`config.mk`:
```
export PLATFORM = sky130hd
export DESIGN_NAME = pwm_onoff_gen
export DESIGN_NICKNAME = d
export VERILOG_FILES = /design/src/rtl/pwm_onoff_pkg.sv /design/src/rtl/pwm_us_tick.sv /design/src/rtl/pwm_phase_seq.sv /design/src/rtl/pwm_onoff_gen.sv
export SDC_FILE = /design/constraint.sdc
export NUM_CORES = 1
export LEC_CHECK = 0
export BUFFER_PORTS_ARGS = -buffer_cell sky130_fd_sc_hd__buf_2
export CORE_UTILIZATION = 59
export DETAILED_ROUTE_END_ITERATION = 16
export GPL_TIMING_DRIVEN = 1
export PLACE_DENSITY_LB_ADDON = 0.25
export SLEW_MARGIN = 10
export SYNTH_ARGS = -nofsm -noshare
export SYNTH_HDL_FRONTEND = slang
export SYNTH_SLANG_ARGS = --single-unit
```
`constraint.sdc`:
```
create_clock -name clk -period 3.85 [get_ports clk]
set_input_delay 0.385 -clock clk [delete_from_list [all_inputs] [get_ports clk]]
set_output_delay 0.385 -clock clk [all_outputs]
set_load 0.01 [all_outputs]
```
`src/rtl/pwm_onoff_pkg.sv`:
```
package pwm_onoff_pkg;
  localparam int BYTE_W = 8;
  localparam int CNT_W  = 2 * BYTE_W;

  typedef logic [CNT_W-1:0]  dur_t;
  typedef logic [BYTE_W-1:0] byte_t;

  typedef enum logic {PH_OFF = 1'b0, PH_ON = 1'b1} phase_e;

  // clock cycles making up one microsecond of output time
  function automatic int unsigned us_divider(int unsigned clk_hz);
    return (clk_hz >= 32'd1_000_000) ? clk_hz / 32'd1_000_000 : 32'd1;
  endfunction

  // a period opens high unless its high interval is empty
  function automatic phase_e entry_phase(dur_t on_t);
    return (on_t != '0) ? PH_ON : PH_OFF;
  endfunction

  // length of the low interval; an all-zero setting still spans one count
  function automatic dur_t low_len(dur_t on_t, dur_t off_t);
    return (on_t == '0 && off_t == '0) ? dur_t'(1) : off_t;
  endfunction

  // true in the final count of an interval of length len
  function automatic logic final_count(dur_t elapsed, dur_t len);
    return elapsed == (len - dur_t'(1));
  endfunction
endpackage

```
`src/rtl/pwm_us_tick.sv`:
```
module pwm_us_tick #(
  parameter int unsigned DIV = 250
) (
  input  logic clk,
  input  logic rst_n,
  input  logic hold,
  output logic tick
);
  localparam int unsigned CW = (DIV > 1) ? $clog2(DIV) : 1;
  localparam logic [CW-1:0] LAST = CW'(DIV - 1);

  logic [CW-1:0] div_cnt;

  always_ff @(posedge clk) begin
    if (!rst_n)               div_cnt <= '0;
    else if (hold)            div_cnt <= '0;
    else if (div_cnt == LAST) div_cnt <= '0;
    else                      div_cnt <= div_cnt + CW'(1);
  end

  assign tick = !hold && (div_cnt == LAST);

  generate
    if (DIV > 1) begin : g_gap

      tick_gap_chk: assert property (@(posedge clk) disable iff (!rst_n)
        tick |=> !tick);
    end
  endgenerate
endmodule

```
`src/rtl/pwm_phase_seq.sv`:
```
module pwm_phase_seq
  import pwm_onoff_pkg::*;
(
  input  logic clk,
  input  logic rst_n,
  input  logic tick,
  input  logic run_set,
  input  logic run_clr,
  input  logic one_shot,
  input  dur_t on_cfg,
  input  dur_t off_cfg,
  output logic run_q,
  output logic pwm
);
  logic   run_r;
  phase_e phase_r;
  dur_t   elapsed_r, on_r, off_r;

  dur_t cur_len;
  logic start_evt, phase_end, period_end;

  assign cur_len    = (phase_r == PH_ON) ? on_r : low_len(on_r, off_r);
  assign start_evt  = run_set && !run_r && !run_clr;
  assign phase_end  = run_r && tick && final_count(elapsed_r, cur_len);
  assign period_end = phase_end && ((phase_r == PH_OFF) || (off_r == '0));

  always_ff @(posedge clk) begin
    if (!rst_n) begin
      run_r     <= 1'b0;
      phase_r   <= PH_OFF;
      elapsed_r <= '0;
      on_r      <= '0;
      off_r     <= '0;
    end else if (run_clr) begin
      run_r     <= 1'b0;
      phase_r   <= PH_OFF;
      elapsed_r <= '0;
    end else if (start_evt) begin
      run_r     <= 1'b1;
      on_r      <= on_cfg;
      off_r     <= off_cfg;
      phase_r   <= entry_phase(on_cfg);
      elapsed_r <= '0;
    end else if (period_end) begin
      elapsed_r <= '0;
      if (one_shot) begin
        run_r   <= 1'b0;
        phase_r <= PH_OFF;
      end else begin
        on_r    <= on_cfg;
        off_r   <= off_cfg;
        phase_r <= entry_phase(on_cfg);
      end
    end else if (phase_end) begin
      phase_r   <= PH_OFF;
      elapsed_r <= '0;
    end else if (run_r && tick) begin
      elapsed_r <= elapsed_r + dur_t'(1);
    end
  end

  assign run_q = run_r;
  assign pwm   = run_r && (phase_r == PH_ON);


  clr_forces_low_chk: assert property (@(posedge clk) disable iff (!rst_n)
    run_clr |=> (!pwm && !run_r));

  oneshot_stop_chk: assert property (@(posedge clk) disable iff (!rst_n)
    (period_end && one_shot && !run_clr) |=> !run_r);

  zero_on_low_chk: assert property (@(posedge clk) disable iff (!rst_n)
    (run_r && on_r == '0) |-> !pwm);

  zero_off_high_chk: assert property (@(posedge clk) disable iff (!rst_n)
    (run_r && on_r != '0 && off_r == '0) |-> pwm);

  hold_cfg_chk: assert property (@(posedge clk) disable iff (!rst_n)
    (run_r && !period_end && !run_clr) |=> ($stable(on_r) && $stable(off_r)));

  phase_on_tick_chk: assert property (@(posedge clk) disable iff (!rst_n)
    (run_r && !tick && !run_clr) |=> $stable(phase_r));

  no_restart_chk: assert property (@(posedge clk) disable iff (!rst_n)
    (run_r && run_set && !run_clr && !tick) |=> $stable(elapsed_r));
endmodule

```
`src/rtl/pwm_onoff_gen.sv`:
```
module pwm_onoff_gen
  import pwm_onoff_pkg::*;
#(
  parameter int unsigned CLK_HZ = 250_000_000
) (
  input  logic              clk,
  input  logic              rst_n,
  input  logic [BYTE_W-1:0] on_lo,
  input  logic [BYTE_W-1:0] on_hi,
  input  logic [BYTE_W-1:0] off_lo,
  input  logic [BYTE_W-1:0] off_hi,
  input  logic              one_shot,
  input  logic              run_set,
  input  logic              run_clr,
  output logic              run_q,
  output logic              pwm_out
);
  localparam int unsigned DIV = us_divider(CLK_HZ);

  dur_t on_cfg, off_cfg;
  logic us_tick, run_w;

  assign on_cfg  = {on_hi, on_lo};
  assign off_cfg = {off_hi, off_lo};

  pwm_us_tick #(.DIV(DIV)) u_tick (
    .clk   (clk),
    .rst_n (rst_n),
    .hold  (!run_w),
    .tick  (us_tick)
  );

  pwm_phase_seq u_seq (
    .clk      (clk),
    .rst_n    (rst_n),
    .tick     (us_tick),
    .run_set  (run_set),
    .run_clr  (run_clr),
    .one_shot (one_shot),
    .on_cfg   (on_cfg),
    .off_cfg  (off_cfg),
    .run_q    (run_w),
    .pwm      (pwm_out)
  );

  assign run_q = run_w;


  idle_low_chk: assert property (@(posedge clk) disable iff (!rst_n)
    !run_w |-> !pwm_out);
endmodule

```
* After elaboration in Yosys (flattened, before gate mapping)
Cells that the tools add are included.
** Word-level totals
- Register bits after elaboration :: 58
- Bits in latches :: 0
- RAM bits :: 0
- Memory bits (read-only) :: 0
- Input port bits :: 37
- Output and inout port bits :: 2
- Word-level logic and storage cells :: 54
- Memories kept :: 0
** Operators by class
- $add $sub $neg :: 3
- $mul :: 0
- Div/mod/pow operators :: 0
- Order comparisons :: 0
- Equal/unequal tests :: 3
- Shifts and indexed selects :: 0
- Mux-type cells :: 16
- Bitwise logic cells :: 4
- Reduce and logical (&&, ||, !) cells :: 22
** Operator list (count)
- 16-bit 2-to-1 mux :: 8
- 16-bit logical NOT :: 2
- 16-bit by 1-bit adder with 16-bit output (second input constant) :: 1
- 16-bit == test :: 1
- 16-bit nonzero test :: 1
- 16-bit by 1-bit subtractor with 16-bit output (second input constant) :: 1
- 8-bit by 1-bit adder with 8-bit output (second input constant) :: 1
- 8-bit == test (second input constant) :: 1
- 1-bit logical AND :: 8
- 1-bit 2-to-1 mux :: 8
- 5-bit OR reduction :: 1
- 1-bit inverter :: 4
- 2-bit nonzero test :: 2
- 3-bit AND reduction :: 1
- 3-bit nonzero test :: 1
- 3-bit OR reduction :: 1
- 1-bit logical NOT :: 2
- 2-bit by 1-bit != test with 1-bit output (second input constant) :: 1
- 2-bit AND reduction :: 1
- 2-bit OR reduction :: 1
- 1-bit logical OR :: 1

* Longest topological paths before layout
Gate-level depths: netlist (run 1).
- Depth in word-level cells :: 10
- Gate-level depth with buffers :: 16
- Mapped depth without buffers :: 13

* Cells and area by module
A second synthesis (run 1) with hierarchy kept.
** Second synthesis, totals
- Cells, all modules :: 443
- Area, all modules :: 3763.6 sq um
** By module, submodules not included
- pwm_phase_seq :: times used 1, cells each 393, area each 3342.0 sq um
- pwm_us_tick :: times used 1, cells each 49, area each 417.9 sq um
- pwm_onoff_gen :: times used 1, cells each 1, area each 3.8 sq um

* Least setup slack after synthesis (run 1)
OpenSTA, ideal clock, no wires.
- Path type :: register -> register
- Start point :: register u_seq.off_r[4]
- End point :: register u_seq.off_r[0]
- Data arrival time :: 3437 ps
- Path slack :: 342 ps
- Cell stages (with the launch flop) :: 16
- Path buffers :: 2
- Period minus slack after synthesis :: 3508 ps
- Path through :: dfxtp_1 or3_4 nor4_2 and4_1 buf_4 o31ai_1 ha_1 xor2_1 o21ai_1 a2111oi_4 nand4_1 nor4b_2 o2111ai_2 o22ai_4 buf_12 mux2i_1
** Between the ends
- Longest elaborated chain between the ends :: 10
- Elaborated cells on any way between the ends :: 11
- Classes of those cells :: add/sub (1); eq/ne (1); mux (2); reduce/logical (7)
** RTL lines
- from (decl) :: RTL line pwm_phase_seq.sv:17 : dur_t elapsed_r, on_r, off_r;
- from (signal assigned) :: RTL line pwm_phase_seq.sv:41 : off_r <= off_cfg;
- from (signal assigned) :: RTL line pwm_phase_seq.sv:51 : off_r <= off_cfg;
- 16-bit logical NOT :: RTL line pwm_onoff_pkg.sv:22, pwm_phase_seq.sv:25
- 1-bit logical AND :: RTL line pwm_onoff_pkg.sv:22 : return (on_t == '0 && off_t == '0) ? dur_t'(1) : off_t;
- 16-bit 2-to-1 mux :: RTL line pwm_onoff_pkg.sv:22
- 16-bit 2-to-1 mux :: RTL line pwm_phase_seq.sv:22 : assign cur_len = (phase_r == PH_ON) ? on_r : low_len(on_r, off_r);
- 16-bit by 1-bit subtractor with 16-bit output :: RTL line pwm_onoff_pkg.sv:27 : return elapsed == (len - dur_t'(1));
- 16-bit == test :: RTL line pwm_onoff_pkg.sv:27
- 1-bit logical AND :: RTL line pwm_phase_seq.sv:24 : assign phase_end = run_r && tick && final_count(elapsed_r, cur_len);
- 1-bit logical AND (*) :: RTL line pwm_phase_seq.sv:25 : assign period_end = phase_end && ((phase_r == PH_OFF) || (off_r == '0));
- 2-bit nonzero test (no source line) (*)
- 3-bit AND reduction (no source line) (*)
Every way passes the cells marked *; elsewhere a longest branch is shown, timed or not.
A chain may end at the register's enable or synchronous reset.

* Final worst setup path (run 1)
Same ends and word-level chain as after synthesis.

==> impl_metrics.json, run 1 <==
{
  "outcome": "complete, no violations",
  "num_vias": 3204,
  "setup_viol_count_final": 0,
  "ant_nets": 0,
  "fin_crit_ns": 3.67,
  "cp_num_buf_inv": 2,
  "ys_ff_latch": 58,
  "synth_common_cells": "74 x nand2_1, 58 x dfxtp_1, 49 x mux2i_1, 38 x nor2_1, 23 x xnor2_1",
  "ys_warn_count": 0,
  "yosys_most_used_dff": "dfxtp_1",
  "hold_viol": 0,
  "synthAdderAreaFrac": 0.0137,
  "layout.nets": 510,
  "hp-class": "in2reg",
  "synthCells": 422,
  "synth_compound_area_frac": 0.100,
  "yosysSeqAreaShare": 0.318,
  "period_share": 0.953,
  "tightest_slew_ns": 0.587,
  "dp_cells": 528,
  "grt_use_total": 0.280,
  "synth-edff-count": 0,
  "num_io_pins": 39,
  "yosysMostFrequentCell": "nand2_1",
  "finish.utilization": 0.696,
  "clk_pin_slew_ns": 0.07,
  "fin_cells": 549,
  "routed_via_density": 5.84,
  "post-route-drc-count": 0,
  "crit_type": "reg2reg",
  "drv_slew": 0,
  "netlist_top_cells_area": "dfxtp_1 32%, mux2i_1 13%, nand2_1 7.6%",
  "ir_worst_vdd_uv": 209,
  "intPower_mw": 1.01,
  "hold_buffers": 0,
  "worstSetupEndpointType": "flop",
  "p_leak_nw": 1.58,
  "crit_path_max_incr_delay_ns": 0.43,
  "gr-total-overflow": 0,
  "cp_top_family": "simple AND/OR/NAND/NOR gates",
  "clkPwrFrac": 0.342,
  "antenna_found_initial": 0,
  "worst-path-max-fanout": 8,
  "synth_fp_nets": 463,
  "dp_hpwl_um": 6270,
  "place.gp.congestion": 0.932,
  "synth_xor_area_frac": 0.110,
  "core_region_area_um2": 5960,
  "highest_layer": "met4",
  "start_util": 0.613,
  "p_seq_frac": 0.446,
  "die-width_um": 80.7,
  "syn_area_per_cell_um2": 8.65,
  "dr_wl_met3_um": 585,
  "synthSimpleGateAreaFrac": 0.258,
  "p_comb_frac": 0.212,
  "drt-wirelength-per-cell_um": 15.7,
  "grt_pass1_vias": 2804,
  "antenna_cells": 0,
  "async_flop_share": 0,
  "synth_largest_area_cell": "dfxtp_1",
  "cts_root_buffer": "clkbuf_8",
  "relSlewSlack": 0.608,
  "rows": 28,
  "grt_max_degree": 67,
  "crit_arrival_ns": 3.94,
  "powerDensity_nw_per_um2": 350,
  "die-area_um2": 6510,
  "holdWs_ns": 0.284,
  "synth.area.mux_share": 0.142,
  "synth_top_family_by_area": "simple AND/OR/NAND/NOR gates",
  "worstSkewPairLatency_ns": 0.34,
  "fmax_mhz": 273,
  "ys_types": 61,
  "layout-drive-gt1-share": 0.200,
  "cts_buffer_depth": 2,
  "cp_cell_sequence": "or3_4 > nor4_4 > and4_1 > o31ai_1 > ha_1 > xor2_1 > o21ai_1 > a2111oi_4 > nand4_1 > nor4b_4 > o2111ai_2 > o22ai_4 > buf_12 > clkbuf_16 > mux2i_1",
  "cts_tree": "built",
  "switching_share": 0.306,
  "firstDrtPassIters": 5,
  "slowest_stage": "or3_4",
  "synth_area_um2": 3650,
  "finalClockSkew_ns": 0.00483,
  "numPortBuffers": 38,
  "areaGrowthSynthToFinish_pct": 13.6,
  "startpoint_type": "flop",
  "numCtsBuffers": 9,
  "p_sw_mw": 0.445,
  "drt_wl_total_um": 8620,
  "wirelength_met1_um": 4020,
  "clock_sinks": 58,
  "grt_pass1_wl_um": 13500,
  "synth.top_cell.area_share": 0.318,
  "worstPathRequired_ns": 4.12,
  "drtIter0Drc": 303,
  "die_y_um": 80.7,
  "htreeDepth": 3,
  "maxCapViolations": 0,
  "wl_met2_um": 3790
}
-- metal layers --
metal	GRT usage	vias to the layer above
met5	0	-
met4	0.121	0
met3	0.0523	22
met2	0.427	121
met1	0.381	1477
li1	-	1584
-- kinds of logic (layout without fill, tap and decap cells) --
family | Yosys count | in the layout
multiplexers | 51 | 51
buffers and inverters | 25 | 77
flip-flops | 58 | 58
AND/OR/NAND/NOR | 194 | 194
XOR/XNOR | 45 | 45
adder cells (fa/ha/maj) | 4 | 4
AO/OA/AOI/OAI | 45 | 45
-- path summary, 6_finish.rpt --
kind,slack (ns),to,cells past startpoint,start
worst max-delay path,0.18,u_seq.off_r[0],15,u_seq.off_r[4]
worst min-delay path,0.28,u_seq.off_r[7],3,off_lo[7]
worst max register to register,0.18,u_seq.off_r[0],15,u_seq.off_r[4]
worst min register to register,0.49,u_tick.div_cnt[0],1,u_tick.div_cnt[0]
-- power by group through the flow --
stage	combinational, mW	clock [mW]	sequential, mW
after floorplan	0.222	0	0.650
after global placement	0.282	0	0.657
after detailed placement	0.284	0	0.658
after CTS	0.287	0.509	0.645
after global routing	0.334	0.535	0.650
final	0.309	0.496	0.648
-- through the flow --
| step | setup TNS (ns) | cell area (um^2) | setup WS [ns] | total power, mW |
|---|---|---|---|---|
| after floorplan | 0 | 3650 | 0.342 | 0.872 |
| after global placement | 0 | 3860 | 0.145 | 0.939 |
| after detailed placement | -0.0250 | 3860 | -0.0250 | 0.942 |
| after CTS | 0 | 4030 | 0.0832 | 1.44 |
| after global routing | -0.274 | 4150 | -0.0349 | 1.52 |
| final | 0 | 4150 | 0.182 | 1.45 |
-- registers in the layout (all words and copies together) (netlist names) --
signal           flops
u_seq.elapsed_r     16
u_seq.on_r          16
u_seq.run_q          1
u_seq.off_r         16
u_seq.phase_r        1
u_tick.div_cnt       8
-- worst register-to-register path, stage by stage, from the launching register on --
cell and delay [ns]:
dfxtp_1 0.35, or3_4 0.43, nor4_4 0.18, and4_1 0.25
o31ai_1 0.08, ha_1 0.31, xor2_1 0.14, o21ai_1 0.11
a2111oi_4 0.34, nand4_1 0.18, nor4b_4 0.31, o2111ai_2 0.21
o22ai_4 0.22, buf_12 0.15, clkbuf_16 0.15, mux2i_1 0.19
-- what timing repair did --
item | CTS | global route
pin swaps | 0 | 2
setup endpoints to repair | 8 | 32
gates resized for setup | 1 | 6
setup buffers | 0 | 3
gates cloned | 0 | 2
-- cell type report --
cell class / instances / area (um^2)
Tap cell: 75 / 93.8
Clock buffer: 11 / 141
Fill cell: 509 / 1810
Multi-Input combinational cell: 339 / 2320
Sequential cell: 58 / 1160
Timing Repair Buffer: 57 / 379
Clock inverter: 5 / 30.0
Inverter: 4 / 15.0
-- cells in the final DEF (no fill, tap or decap), drive strengths merged, types with 12 or more instances in the layout --
cell,n
buf,56
nor2,39
nor3,22
nand2,74
clkbuf,12
dfxtp,58
xor2,21
mux2i,49
nand3,13
xnor2,24
Power figures use the tool's default switching activity.
==> inputs of run 2 (changes only) <==
--- a/config.mk
+++ b/config.mk
@@ -5,6 +5,7 @@
 export SDC_FILE = /design/constraint.sdc
 export NUM_CORES = 1
 export LEC_CHECK = 0
+export ABC_AREA = 1
 export BUFFER_PORTS_ARGS = -buffer_cell sky130_fd_sc_hd__buf_2
 export CORE_UTILIZATION = 59
 export DETAILED_ROUTE_END_ITERATION = 16
==> impl_metrics.json, run 2 <==
{
  "startpoint_type": "flop",
  "cts_tree": "built",
  "ff_latch_area_um2": 1160,
  "grt_use_total": 0.272,
  "crit_type": "reg2reg",
  "yosysMostFrequentCell": "nand2_1",
  "p_sw_mw": 0.450,
  "antenna_cells": 0,
  "post_dp_cell_area_um2": 3880,
  "crit_arrival_ns": 3.71,
  "async_flop_share": 0,
  "layout_common_cells": "152 x nand2_1, 96 x nor2_1, 70 x inv_1",
  "netlist_top_cells_area": "dfxtp_1 31%, nand2_1 15%, nor2_1 9.7%",
  "ir_worst_vdd_uv": 259,
  "ys_warn_count": 0,
  "mostFrequentLayoutCell": "nand2_1",
  "start_util": 0.619,
  "ys_ff_latch": 58,
  "synth_largest_area_cell": "dfxtp_1",
  "rows": 28,
  "powerDensity_nw_per_um2": 384,
  "holdWs_ns": 0.357,
  "hold_buffers": 0,
  "nFillCells": 551,
  "worstSetupEndpointType": "flop",
  "core_region_area_um2": 6030,
  "place.gp.congestion": 0.929,
  "place_ws_ns": 0.463,
  "layout.nets": 657,
  "numCtsBuffers": 9,
  "num_io_pins": 39,
  "synth_fp_nets": 626,
  "drv_slew": 0,
  "worstSkewPairLatency_ns": 0.34,
  "hp-class": "in2reg",
  "post_cts_resized": 0,
  "outcome": "complete, no violations",
  "htreeDepth": 3,
  "dp_hpwl_um": 6340,
  "synthCells": 585,
  "gr-total-overflow": 0,
  "fmax_mhz": 287,
  "firstDrtPassIters": 5,
  "synth_area_um2": 3730,
  "multiInputGateArea_um2": 2110,
  "fin_crit_ns": 3.48,
  "synth_common_cells": "153 x nand2_1, 96 x nor2_1, 71 x inv_1, 58 x dfxtp_1, 41 x nand3_1",
  "setup-tns-final_ns": 0,
  "synth.top_cell.area_share": 0.311,
  "worst-path-max-fanout": 27,
  "grt_pass1_wl_um": 13900,
  "die-area_um2": 6650,
  "cts_buffer_depth": 2,
  "p_leak_nw": 2.01,
  "grt_setup_unrepaired": "no",
  "drt-wirelength-per-cell_um": 12.0,
  "drtIter0Drc": 159,
  "numPortBuffers": 38,
  "maxCapViolations": 0,
  "p_comb_frac": 0.187,
  "layout-drive-gt1-share": 0.155,
  "num_vias": 3668,
  "clk_pin_slew_ns": 0.07,
  "finalClockSkew_ns": 0.0107,
  "post-route-drc-count": 0,
  "areaGrowthSynthToFinish_pct": 10.3,
  "ys_types": 34,
  "grt_max_degree": 67,
  "cts_setup_buffers": 0,
  "p_seq_frac": 0.403,
  "relSlewSlack": 0.558,
  "antenna_found_initial": 0,
  "period_share": 0.904,
  "reg_top3": "u_seq.elapsed_r (16), u_seq.off_r (16), u_seq.on_r (16)",
  "yosysSeqAreaShare": 0.311,
  "hold_viol": 0,
  "syn_area_per_cell_um2": 6.38,
  "ant_nets": 0,
  "tightest_slew_ns": 0.661,
  "worstPathRequired_ns": 4.08,
  "grt_pass1_vias": 3270,
  "routed_via_density": 5.27,
  "die_y_um": 81.5,
  "drt_wl_total_um": 8370,
  "setup_viol_count_final": 0,
  "synth-edff-count": 0,
  "yosys_most_used_dff": "dfxtp_1",
  "fin_cells": 696,
  "intPower_mw": 1.13,
  "cts_root_buffer": "clkbuf_8",
  "die-width_um": 81.5,
  "switching_share": 0.285,
  "worst_slack_ns": 0.368,
  "dp_cells": 680,
  "clkPwrFrac": 0.410,
  "clock_sinks": 58,
  "design_area_um2": 4110
}
-- run 2: changes by cell type after synthesis, sizes merged, moves of 7 or more --
cell	before	now
nand2	74	162
nor2	39	104
xnor2	24	5
nand3	13	51
mux2i	49	0
inv	4	72
nor3	22	11
nand4	4	11
a21oi	8	40
buf	11	22
-- run 2: final timing paths --
check	cells past startpoint	endpoint	start	slack, ns
max	18	u_seq.off_r[4]	u_seq.phase_r	0.37
min	5	u_seq.off_r[7]	off_lo[7]	0.36
max reg2reg	18	u_seq.off_r[4]	u_seq.phase_r	0.37
min reg2reg	1	u_tick.div_cnt[0]	u_tick.div_cnt[0]	0.47
-- run 2: stage by stage --
stage / utilization / power, mW
floorplan: - / 0.881
global placement: 0.645 / 0.932
detailed placement: 0.645 / 0.940
CTS: 0.683 / 1.58
global route: 0.683 / 1.65
finish: 0.683 / 1.58
-- run 2: routing by layer --
| metal | routed length [um] | GRT usage | share of wire | up-vias |
|---|---|---|---|---|
| met4 | 171 | 0.116 | 0.020 | 0 |
| met3 | 352 | 0.0511 | 0.042 | 17 |
| met5 | 0 | 0 | 0 | - |
| li1 | - | - | - | 1890 |
| met1 | 3790 | 0.326 | 0.45 | 1646 |
| met2 | 4050 | 0.471 | 0.48 | 115 |
-- run 2: logic make-up (layout without fill, tap and decap cells) --
kind of cell,after synthesis,count (layout),synth area share
buf+inv,97,133,0.124
xor+xnor,23,23,0.0540
compound gates,47,47,0.0651
simple gates,356,356,0.432
fa+ha+maj,4,4,0.0134
flops,58,58,0.311
-- run 2: power by group through the flow --
| stage | registers, mW | clock network (mW) | logic [mW] |
|---|---|---|---|
| 6_report | 0.636 | 0.648 | 0.295 |
| 5_1_grt | 0.638 | 0.678 | 0.333 |
| 4_1_cts | 0.635 | 0.657 | 0.292 |
| 3_5_place_dp | 0.649 | 0 | 0.291 |
| 3_3_place_gp | 0.648 | 0 | 0.284 |
| 2_1_floorplan | 0.643 | 0 | 0.239 |
-- run 2: area by class of cell --
type	instances	area share
Tap cell	75	0.0228
Sequential cell	58	0.282
Timing Repair Buffer	44	0.0602
Inverter	73	0.0666
Multi-Input combinational cell	430	0.512
Clock buffer	12	0.0377
Clock inverter	4	0.0179
-- run 2: critical path, cell delays in order, from the launching register on --
cell,delay (ns)
dfxtp_1,0.48
inv_2,0.18
or2_1,0.26
nand2_1,0.10
ha_1,0.22
nand3_1,0.10
nor2_1,0.20
nand4_1,0.13
nand2_1,0.08
nand2_1,0.06
nor3_2,0.17
nand4_1,0.15
nor2_2,0.18
nand4_1,0.13
nand2_2,0.42
buf_4,0.28
nand3_1,0.08
nand2_1,0.08
nor2_1,0.05
==> inputs of run 3 (changes only) <==
--- a/config.mk
+++ b/config.mk
@@ -7,7 +7,7 @@
 export LEC_CHECK = 0
 export ABC_AREA = 1
 export BUFFER_PORTS_ARGS = -buffer_cell sky130_fd_sc_hd__buf_2
-export CORE_UTILIZATION = 59
+export CORE_UTILIZATION = 44
 export DETAILED_ROUTE_END_ITERATION = 16
 export GPL_TIMING_DRIVEN = 1
 export PLACE_DENSITY_LB_ADDON = 0.25
==> impl_metrics.json, run 3 (same netlist as run 2, synthesis figures left out) <==
{
  "p_sw_mw": 0.458,
  "numCtsBuffers": 9,
  "crit_top_cell": "nand2_1",
  "drv_slew": 0,
  "drt-wirelength-per-cell_um": 11.2,
  "num_vias": 3463,
  "place.gp.congestion": 0.894,
  "grt_pass1_vias": 3137,
  "cts_buffer_depth": 2,
  "grt_setup_unrepaired": "no",
  "htreeDepth": 3,
  "firstDrtPassIters": 6,
  "p_seq_frac": 0.441,
  "num_io_pins": 39,
  "fin_crit_ns": 3.21,
  "die_y_um": 94.1,
  "numPortBuffers": 38,
  "layout-drive-gt1-share": 0.155,
  "hp-class": "in2reg",
  "worst-path-max-fanout": 23,
  "cts_setup_buffers": 0,
  "dp_hpwl_um": 6240,
  "setup_viol_count_final": 0,
  "tightest_slew_ns": 0.673,
  "clock_sinks": 58,
  "design_area_um2": 4090,
  "hold_buffers": 0,
  "routed_via_density": 4.78,
  "reg_top3": "u_seq.elapsed_r (16), u_seq.off_r (16), u_seq.on_r (16)",
  "antenna_cells": 0,
  "cts_tree": "built",
  "ant_nets": 0,
  "worstPathRequired_ns": 4.09,
  "rows": 33,
  "core_region_area_um2": 8220,
  "antenna_found_initial": 0,
  "grt_pass1_wl_um": 14100,
  "worstSetupEndpointType": "flop",
  "relSlewSlack": 0.551,
  "clkPwrFrac": 0.355,
  "gr-total-overflow": 0,
  "die-area_um2": 8850,
  "post_dp_cell_area_um2": 3920,
  "post_cts_resized": 0,
  "switching_share": 0.319,
  "cp_cell_sequence": "buf_4 > nor2_1 > o21ai_1 > nand2_1 > ha_1 > nand3_1 > nor2_1 > nand4_1 > nand2_1 > nand2_1 > nor3_2 > nand4_1 > nor2_2 > nand4_1 > nand2_2 > buf_4 > nand3_1 > nand2_1 > nor2_1",
  "period_share": 0.834,
  "slowest_stage": "nand2_2",
  "layout.nets": 656,
  "die-width_um": 94.1,
  "crit_type": "reg2reg",
  "ir_worst_vdd_uv": 182,
  "grt_use_total": 0.204,
  "clk_pin_slew_ns": 0.07,
  "p_leak_nw": 1.97,
  "hold_viol": 0,
  "cts_root_buffer": "clkbuf_8",
  "mostFrequentLayoutCell": "nand2_1",
  "fmax_mhz": 311,
  "drt_wl_total_um": 8130,
  "layout_common_cells": "152 x nand2_1, 96 x nor2_1, 70 x inv_1",
  "worstSkewPairLatency_ns": 0.35,
  "post-route-drc-count": 0,
  "powerDensity_nw_per_um2": 351,
  "start_util": 0.454,
  "drtIter0Drc": 175,
  "intPower_mw": 0.978,
  "p_comb_frac": 0.204,
  "finalClockSkew_ns": 0.00904,
  "maxCapViolations": 0,
  "crit_path_max_incr_delay_ns": 0.42,
  "grt_max_degree": 67,
  "crit_arrival_ns": 3.45,
  "outcome": "complete, no violations",
  "startpoint_type": "flop",
  "areaGrowthSynthToFinish_pct": 9.73,
  "setup-tns-final_ns": 0
}
## run 3: cell types whose count changed in the layout (fill, tap and decap cells not counted), sizes merged
| cell | previous run | this run |
|---|---|---|
| clkbuf | 12 | 10 |
| inv | 72 | 73 |
| clkinvlp | 0 | 3 |
| buf | 44 | 43 |
| bufinv | 2 | 0 |
## run 3: critical path, delay by kind of cell (launching register included)
kind                       cells  cell delay, ns
and+or+nand+nor               15            2.00
buffers and inverters          2            0.48
DFF                            1            0.32
AOI/OAI and AO/OA              1            0.09
adders and majority gates      1            0.21
## run 3: stage by stage
stage | worst slack (ns) | total power, mW | hold slack (ns) | std cells | utilization
floorplan | 1.05 | 0.881 | 0.433 | 585 | -
global placement | 0.717 | 0.936 | 0.443 | 709 | 0.476
detailed placement | 0.647 | 0.941 | 0.457 | 709 | 0.476
CTS | 0.626 | 1.45 | 0.339 | 725 | 0.498
global route | 0.191 | 1.52 | 0.355 | 725 | 0.498
finish | 0.637 | 1.44 | 0.347 | 725 | 0.498
## run 3: power groups by stage
stage / Sequential, mW / Combinational [mW] / Clock [mW]
final: 0.634 / 0.293 / 0.509
after global routing: 0.636 / 0.337 / 0.551
after CTS: 0.633 / 0.294 / 0.522
after detailed placement: 0.647 / 0.294 / 0
after global placement: 0.646 / 0.290 / 0
after floorplan: 0.643 / 0.239 / 0
## run 3: metal layers
layer  GRT usage  wire (um)
met5           0          0
met4      0.0949        218
met3      0.0445        237
met2       0.322       3580
met1       0.264       4090
## run 3: path summary, 6_finish.rpt
check / to / slack, ns / depth (start not counted) / from
max: u_seq.on_r[12] / 0.64 / 19 / u_seq.phase_r
min: u_seq.off_r[15] / 0.35 / 5 / off_hi[7]
max reg2reg: u_seq.on_r[12] / 0.64 / 19 / u_seq.phase_r
min reg2reg: u_tick.div_cnt[0] / 0.47 / 1 / u_tick.div_cnt[0]
## run 3: cell type report
cell class / instances / area, um^2
well taps: 105 / 131
repair buffers: 43 / 240
fillers: 890 / 4120
inverters: 73 / 274
clock inverters: 6 / 41.3
clock buffers: 10 / 138
multi-input cells: 430 / 2110
flip-flops and latches: 58 / 1160
